[config.mk]
export PLATFORM = sky130hd
export DESIGN_NAME = pm_evt_sci_ctrl
export DESIGN_NICKNAME = d
export VERILOG_FILES = /design/src/rtl/pm_evt_pkg.sv /design/src/rtl/pm_win_decode.sv /design/src/rtl/pm_timer.sv /design/src/rtl/pm_evt_status.sv /design/src/rtl/pm_evt_sci_ctrl.sv
export SDC_FILE = /design/constraint.sdc
export NUM_CORES = 1
export LEC_CHECK = 0
export ABC_AREA = 1
export ABC_CLOCK_PERIOD_IN_PS = 1830
export BUFFER_PORTS_ARGS = -buffer_cell sky130_fd_sc_hd__clkbuf_2
export CORE_UTILIZATION = 50
export CTS_BUF_LIST = sky130_fd_sc_hd__clkbuf_4 sky130_fd_sc_hd__clkbuf_8 sky130_fd_sc_hd__clkbuf_16
export DETAILED_ROUTE_END_ITERATION = 8
export PLACE_DENSITY = 0.79
export REMOVE_ABC_BUFFERS = 1
export SLEW_MARGIN = 25
export SYNTH_ARGS = -nofsm -noshare
export SYNTH_HDL_FRONTEND = slang
export SYNTH_SLANG_ARGS = --single-unit
[constraint.sdc]
create_clock -name clk -period 1.83 [get_ports clk]
set_clock_uncertainty 0.05 [all_clocks]
set_input_delay 0.183 -clock clk [delete_from_list [all_inputs] [get_ports clk]]
set_output_delay 0.183 -clock clk [all_outputs]
set_load 0.005 [all_outputs]
[src/rtl/pm_evt_pkg.sv]
package pm_evt_pkg;
   // register width and status bit positions
   localparam int REG_W      = 16;
   localparam int BIT_TMR    = 0;
   localparam int BIT_GLBL   = 5;
   localparam int BIT_PWRBTN = 8;
   localparam int BIT_RTC    = 10;
   localparam int N_EVT      = 3;

   localparam logic [REG_W-1:0] EVT_MASK =
      REG_W'((1 << BIT_TMR) | (1 << BIT_GLBL) | (1 << BIT_PWRBTN) | (1 << BIT_RTC));

   // byte offsets inside the window
   localparam int OFS_STS = 'h00;
   localparam int OFS_EN  = 'h02;
   localparam int OFS_CTL = 'h04;
   localparam int OFS_TMR = 'h08;

   typedef enum logic [2:0] {
      SEL_NONE,
      SEL_STS,
      SEL_EN,
      SEL_CTL,
      SEL_TMR
   } reg_sel_e;

   // external event index -> status bit position
   function automatic int evt_pos(input int idx);
      case (idx)
         0:       return BIT_PWRBTN;
         1:       return BIT_RTC;
         default: return BIT_GLBL;
      endcase
   endfunction
endpackage

[src/rtl/pm_win_decode.sv]
module pm_win_decode
   import pm_evt_pkg::*;
#(
   parameter int ADDR_W  = 16,
   parameter int WIN_LG2 = 6
) (
   input  logic [ADDR_W-1:WIN_LG2] base_hi,
   input  logic                    win_on,
   input  logic [ADDR_W-1:0]       addr,
   output logic                    hit,
   output reg_sel_e                sel
);
   logic [WIN_LG2-1:0] ofs;

   assign ofs = addr[WIN_LG2-1:0];
   assign hit = win_on && (addr[ADDR_W-1:WIN_LG2] == base_hi);

   always_comb begin
      if      (ofs == WIN_LG2'(OFS_STS)) sel = SEL_STS;
      else if (ofs == WIN_LG2'(OFS_EN))  sel = SEL_EN;
      else if (ofs == WIN_LG2'(OFS_CTL)) sel = SEL_CTL;
      else if (ofs == WIN_LG2'(OFS_TMR)) sel = SEL_TMR;
      else                               sel = SEL_NONE;
   end
endmodule

[src/rtl/pm_timer.sv]
module pm_timer #(
   parameter int TMR_W = 24
) (
   input  logic             clk,
   input  logic             rst_n,
   output logic [TMR_W-1:0] cnt,
   output logic             msb_flip
);
   logic [TMR_W-1:0] cnt_q;
   logic [TMR_W-1:0] cnt_nxt;

   assign cnt_nxt  = cnt_q + TMR_W'(1);
   assign msb_flip = cnt_nxt[TMR_W-1] ^ cnt_q[TMR_W-1];
   assign cnt      = cnt_q;

   always_ff @(posedge clk or negedge rst_n) begin
      if (!rst_n) cnt_q <= '0;
      else        cnt_q <= cnt_nxt;
   end
endmodule

[src/rtl/pm_evt_status.sv]
module pm_evt_status
   import pm_evt_pkg::*;
(
   input  logic             clk,
   input  logic             rst_n,
   input  logic [N_EVT-1:0] evt_in,
   input  logic             tmr_flip,
   input  logic             wr_sts,
   input  logic             wr_en,
   input  logic [REG_W-1:0] wdata,
   output logic [REG_W-1:0] sts_q,
   output logic [REG_W-1:0] en_q
);
   logic [N_EVT-1:0] evt_rise;
   logic [REG_W-1:0] set_vec;
   logic [REG_W-1:0] clr_vec;

   for (genvar g = 0; g < N_EVT; g++) begin : g_edge
      logic prev_q;
      always_ff @(posedge clk or negedge rst_n) begin
         if (!rst_n) prev_q <= 1'b0;
         else        prev_q <= evt_in[g];
      end
      assign evt_rise[g] = evt_in[g] & ~prev_q;
   end

   always_comb begin
      set_vec = '0;
      for (int i = 0; i < N_EVT; i++) begin
         if (evt_rise[i]) set_vec[evt_pos(i)] = 1'b1;
      end
      // timer event armed only while its enable is set
      if (tmr_flip && en_q[BIT_TMR]) set_vec[BIT_TMR] = 1'b1;
   end

   assign clr_vec = wr_sts ? (wdata & EVT_MASK) : '0;

   always_ff @(posedge clk or negedge rst_n) begin
      if (!rst_n) begin
         sts_q <= '0;
         en_q  <= '0;
      end else begin
         sts_q <= (sts_q & ~clr_vec) | set_vec;
         if (wr_en) en_q <= wdata & EVT_MASK;
      end
   end
endmodule

[src/rtl/pm_evt_sci_ctrl.sv]
module pm_evt_sci_ctrl
   import pm_evt_pkg::*;
#(
   parameter int ADDR_W   = 16,
   parameter int DATA_W   = 32,
   parameter int CFG_W    = 32,
   parameter int CFG_EN_W = 8,
   parameter int WIN_LG2  = 6,
   parameter int TMR_W    = 24
) (
   input  logic                clk,
   input  logic                rst_n,
   input  logic [CFG_W-1:0]    cfg_base,
   input  logic [CFG_EN_W-1:0] cfg_en,
   input  logic [ADDR_W-1:0]   io_addr,
   input  logic                io_wr,
   input  logic                io_rd,
   input  logic [DATA_W-1:0]   io_wdata,
   output logic [DATA_W-1:0]   io_rdata,
   input  logic                evt_pwrbtn,
   input  logic                evt_rtc,
   input  logic                evt_glbl,
   output logic                sci
);
   // elaboration-time parameter checks
   if (TMR_W < 2 || TMR_W > DATA_W) begin : g_bad_tmr
      $error("TMR_W must be in 2..DATA_W");
   end
   if (DATA_W <= REG_W) begin : g_bad_data
      $error("DATA_W must exceed the register width");
   end
   if (WIN_LG2 < 4 || ADDR_W <= WIN_LG2) begin : g_bad_win
      $error("window must hold offset 0x08 and fit the address");
   end
   if (CFG_W <= ADDR_W || CFG_EN_W < 2) begin : g_bad_cfg
      $error("configuration inputs too narrow");
   end

   logic             hit;
   reg_sel_e         sel;
   logic             wr_sts, wr_en, wr_ctl;
   logic [REG_W-1:0] sts_q, en_q, ctl_q;
   logic [TMR_W-1:0] tmr_cnt;
   logic             tmr_flip;
   logic             unused_bits;

   assign unused_bits = ^{cfg_base[CFG_W-1:ADDR_W], cfg_base[WIN_LG2-1:0],
                          cfg_en[CFG_EN_W-1:1], io_wdata[DATA_W-1:REG_W]};

   pm_win_decode #(.ADDR_W(ADDR_W), .WIN_LG2(WIN_LG2)) u_dec (
      .base_hi (cfg_base[ADDR_W-1:WIN_LG2]),
      .win_on  (cfg_en[0]),
      .addr    (io_addr),
      .hit     (hit),
      .sel     (sel)
   );

   assign wr_sts = io_wr && hit && (sel == SEL_STS);
   assign wr_en  = io_wr && hit && (sel == SEL_EN);
   assign wr_ctl = io_wr && hit && (sel == SEL_CTL);

   pm_timer #(.TMR_W(TMR_W)) u_tmr (
      .clk      (clk),
      .rst_n    (rst_n),
      .cnt      (tmr_cnt),
      .msb_flip (tmr_flip)
   );

   pm_evt_status u_sts (
      .clk      (clk),
      .rst_n    (rst_n),
      .evt_in   ({evt_glbl, evt_rtc, evt_pwrbtn}),
      .tmr_flip (tmr_flip),
      .wr_sts   (wr_sts),
      .wr_en    (wr_en),
      .wdata    (io_wdata[REG_W-1:0]),
      .sts_q    (sts_q),
      .en_q     (en_q)
   );

   always_ff @(posedge clk or negedge rst_n) begin
      if (!rst_n)      ctl_q <= '0;
      else if (wr_ctl) ctl_q <= io_wdata[REG_W-1:0];
   end

   always_ff @(posedge clk or negedge rst_n) begin
      if (!rst_n) begin
         io_rdata <= '0;
      end else if (io_rd && hit) begin
         case (sel)
            SEL_STS: io_rdata <= DATA_W'(sts_q);
            SEL_EN:  io_rdata <= DATA_W'(en_q);
            SEL_CTL: io_rdata <= DATA_W'(ctl_q);
            SEL_TMR: io_rdata <= DATA_W'(tmr_cnt);
            default: io_rdata <= '0;
         endcase
      end else begin
         io_rdata <= '0;
      end
   end

   // level interrupt from the four defined enabled events
   assign sci = |(sts_q & en_q & EVT_MASK);
endmodule

==> results.md <==
- Total track usage: 0.2284
- F_max: 587.4 MHz
- RSZ-0062 raised after global routing: no
- Static Leak: 2.384 nW
- Mux cell area share after synthesis: 0
- DRC Markers: 0
- Final layout net count: a little over 600
- Clk slew on worst S/H paths: 0.08 ns
- Worst setup startpoint: u_tmr.cnt[0]$_DFF_PN0_
- PwrDens: roughly 710 nW/um^2
- Hold Startpoint: io_wdata[11]
- Post-Synth Adder-Cell Area: 0.003372
- Total wire length: approximately 8000 um
- Distinct cell type count after synthesis: 30
- CP Cell Sequence: ha_1 -> inv_1 -> nor2_2 -> nand2_2 -> nor2_2 -> nand2_1 -> nor2_4 -> nand4_1 -> xor2_1
- Routed len/inst: ~13 um
- Layout cell share with drive strength beyond 1: 0.2298
- Main combinational cell family by area after synthesis: simple AND/OR/NAND/NOR gates
- Max Slew Vio Count: 0
- Critical Path Slowest Stage Cell: dfrtp_1
- Final Wtd Congestion: about 0.92
- Worst Path Max Fanout: 3
- Largest net degree at the start of global routing: 61
- First-pass GRT wire length: 13,460 um
- Register area share after synthesis: 0.5057
- Family with the most delay on the worst path: simple AND/OR/NAND/NOR gates
- Remaining Overflow, GRT: 0
- CP max stage delay: approximately 0.4 ns
- Postcts setup bufs: 0
- Clk_lat worst skew: 0.35 ns
- Root Driver: clkbuf_8
- DR vias/cell: 5.106
- ANT nets after route: 0
- Initial core utilization: 0.5144
- Reg-to-Reg Start: u_tmr.cnt[0]$_DFF_PN0_
- Post-synth top area share: 0.5057
- Post-synth ARST share: 1.000
- Ys flop type: dfrtp_1
- Period Utilization, post-route: 0.9303
- Finished Core Util: 0.6153
- XOR/XNOR Fraction of Synth Area: 0.04720
- Cells after Synth: about 440
- Dpl cells: just over 600
- Complex-gate fraction of the synthesized area: 0.05664
- Simple-gate share of the synthesized area: 0.2812
- #FFs+latches synth: 75
- Initial antenna violation count: 0
- Kind of critical path: reg -> reg
- Synth Cell Area: around 3700 sq um
- Die area: 7770 sq um
- Worst EP required: a little over 2 ns
- CTS max path bufs: 2
- H-Tree Depth: 3
- Cell mode on critical path: nor2_2
- # fillers: 674
- Vias in the first global route: about 3,200
- FP Rows: 31
- CP arrival: around 1.9 ns
- Overall power: roughly 0.0031 W
- Fin cells: 630
- Ys Warns: 0
- Number of DRC markers in iteration 0: between 150 and 200
- Core area: about 7000 sq um
- Setup TNS: 0 ns
- Final setup vio count: 0
- Worst path bufs/invs: 1
- HPWL Detailed: just under 6000 um
- Final min period: 1.702 ns
- Synth area leaders: dfrtp_1 (51%), nand2_1 (12%), inv_1 (7.1%), nand4_1 (7.1%), xor2_1 (4.7%)
- Sink Count: 75
- Synth area leader: dfrtp_1
- N_diodes: 0
- Fin. Hold Viols: 0
- Io pins: ~130
- Port bufs: 74
- Hold crit path type: in -> reg
- Die Ht: around 88 um
- Run status: complete, no violations
- CTS tree: built
- CTS buffer count: 9
- Die extent in x: around 88 um
- Via count: about 3,200
- Max cap viols: 0
- Synth-to-Final Area Change: 19.62%
- Mean Syn Cell Area: about 8.4 sq um
- Worst setup SP type: flop
- TritonRoute pass-1 iters: 4
- Post-synth EDFFs: 0
- VDD IR max: roughly 0.00036 V
- Crit end category: flop
-- layer usage --
layer,vias up,routed length [um],GRT usage
li1,1571,-,-
met1,1536,3381,0.2765
met2,93,4019,0.3961
met3,17,387,0.03487
met4,0,186,0.1173
met5,-,0,0
-- cells by family (layout without fill, tap and decap cells) --
logic type,count (synthesis),count (layout)
buffers and inverters,92,174
adder cells (fa/ha/maj),1,1
AO/OA/AOI/OAI,32,32
AND/OR/NAND/NOR,221,221
other,1,8
XOR/XNOR,20,20
flip-flops,75,75
-- report_power, final --
group	leakage, nW	internal [W]	total [W]	switching, W
combinational	1.27	0.0000800	0.000212	0.000132
sequential	1.01	0.00166	0.00166	0.00000106
clock	0.104	0.000656	0.00127	0.000613
total	2.38	0.00240	0.00314	0.000745
-- registers in the layout, indices dropped and copies added, names as in the netlist --
signal / count
u_tmr.cnt: 24
u_sts.en_q: 4
u_sts.sts_q: 4
ctl_q: 16
u_sts.g_edge.prev_q: 3
io_rdata: 24
-- cell usage in the layout (no fill, tap or decap), drive strengths merged --
cell	count
nand2	116
clkbuf	84
dfrtp	75
inv	71
nand4	42
nor2	35
xor2	20
nand3	15
a21oi	15
nor3	12
buf	10
conb	8
o22ai	4
a211oi	4
o21bai	4
dlygate4sd3	4
o21ai	4
clkinv	4
nor4	1
a21boi	1
ha	1
bufinv	1
-- layout make-up --
type	instances	area, sq um	area share
clock buffers	11	138.9	0.03129
clock inverters	5	53.80	0.01212
inverters	71	266.5	0.06003
multi-input cells	282	1476	0.3326
flip-flops and latches	75	1877	0.4228
well taps	99	123.9	0.02790
repair buffers	87	503.0	0.1133
-- worst register-to-register path: stages, from the launching register on --
cell and delay (ns):
dfrtp_1 0.39, ha_1 0.20, inv_1 0.06, nor2_2 0.15, nand2_2 0.10, nor2_2 0.12
nand2_1 0.13, nor2_4 0.13, nand4_1 0.11, xor2_1 0.16
-- repair_timing --
action	CTS	global route
setup endpoints to repair	0	2
resized for setup	0	1
endpoints found under the hold margin	21	0
hold buffers	4	0
-- cell usage after synthesis (all sizes together), types with 7 or more instances --
cell type,number
a21oi,15
clkbuf,7
inv,71
dfrtp,75
nor2,35
buf,14
xor2,20
nand4,42
nor3,12
nand2,116
nand3,15
-- metrics by stage --
step / hold WS, ns / setup slack (ns) / instance area, sq um
floorplan: -0.1626 / 0.06968 / 3615
global placement: 0.06191 / 0.1819 / 4202
detailed placement: 0.05997 / 0.1063 / 4202
CTS: 0.002192 / 0.09790 / 4434
global route: 0.02538 / 0.008326 / 4439
finish: 0.006986 / 0.1275 / 4439
-- final timing paths --
check	cells after the start	slack (ns)	to
min in group asynchronous	2	0.21	ctl_q[14]$_DFFE_PN0P_
max in group asynchronous	3	0.88	u_sts.en_q[5]$_DFFE_PN0P_
worst min register to register	2	0.43	u_sts.en_q[5]$_DFFE_PN0P_
worst max-delay path	9	0.13	u_tmr.cnt[18]$_DFF_PN0_
worst min-delay path	3	0.007	ctl_q[11]$_DFFE_PN0P_
worst max register to register	9	0.13	u_tmr.cnt[18]$_DFF_PN0_
Power figures use the tool's default switching activity.
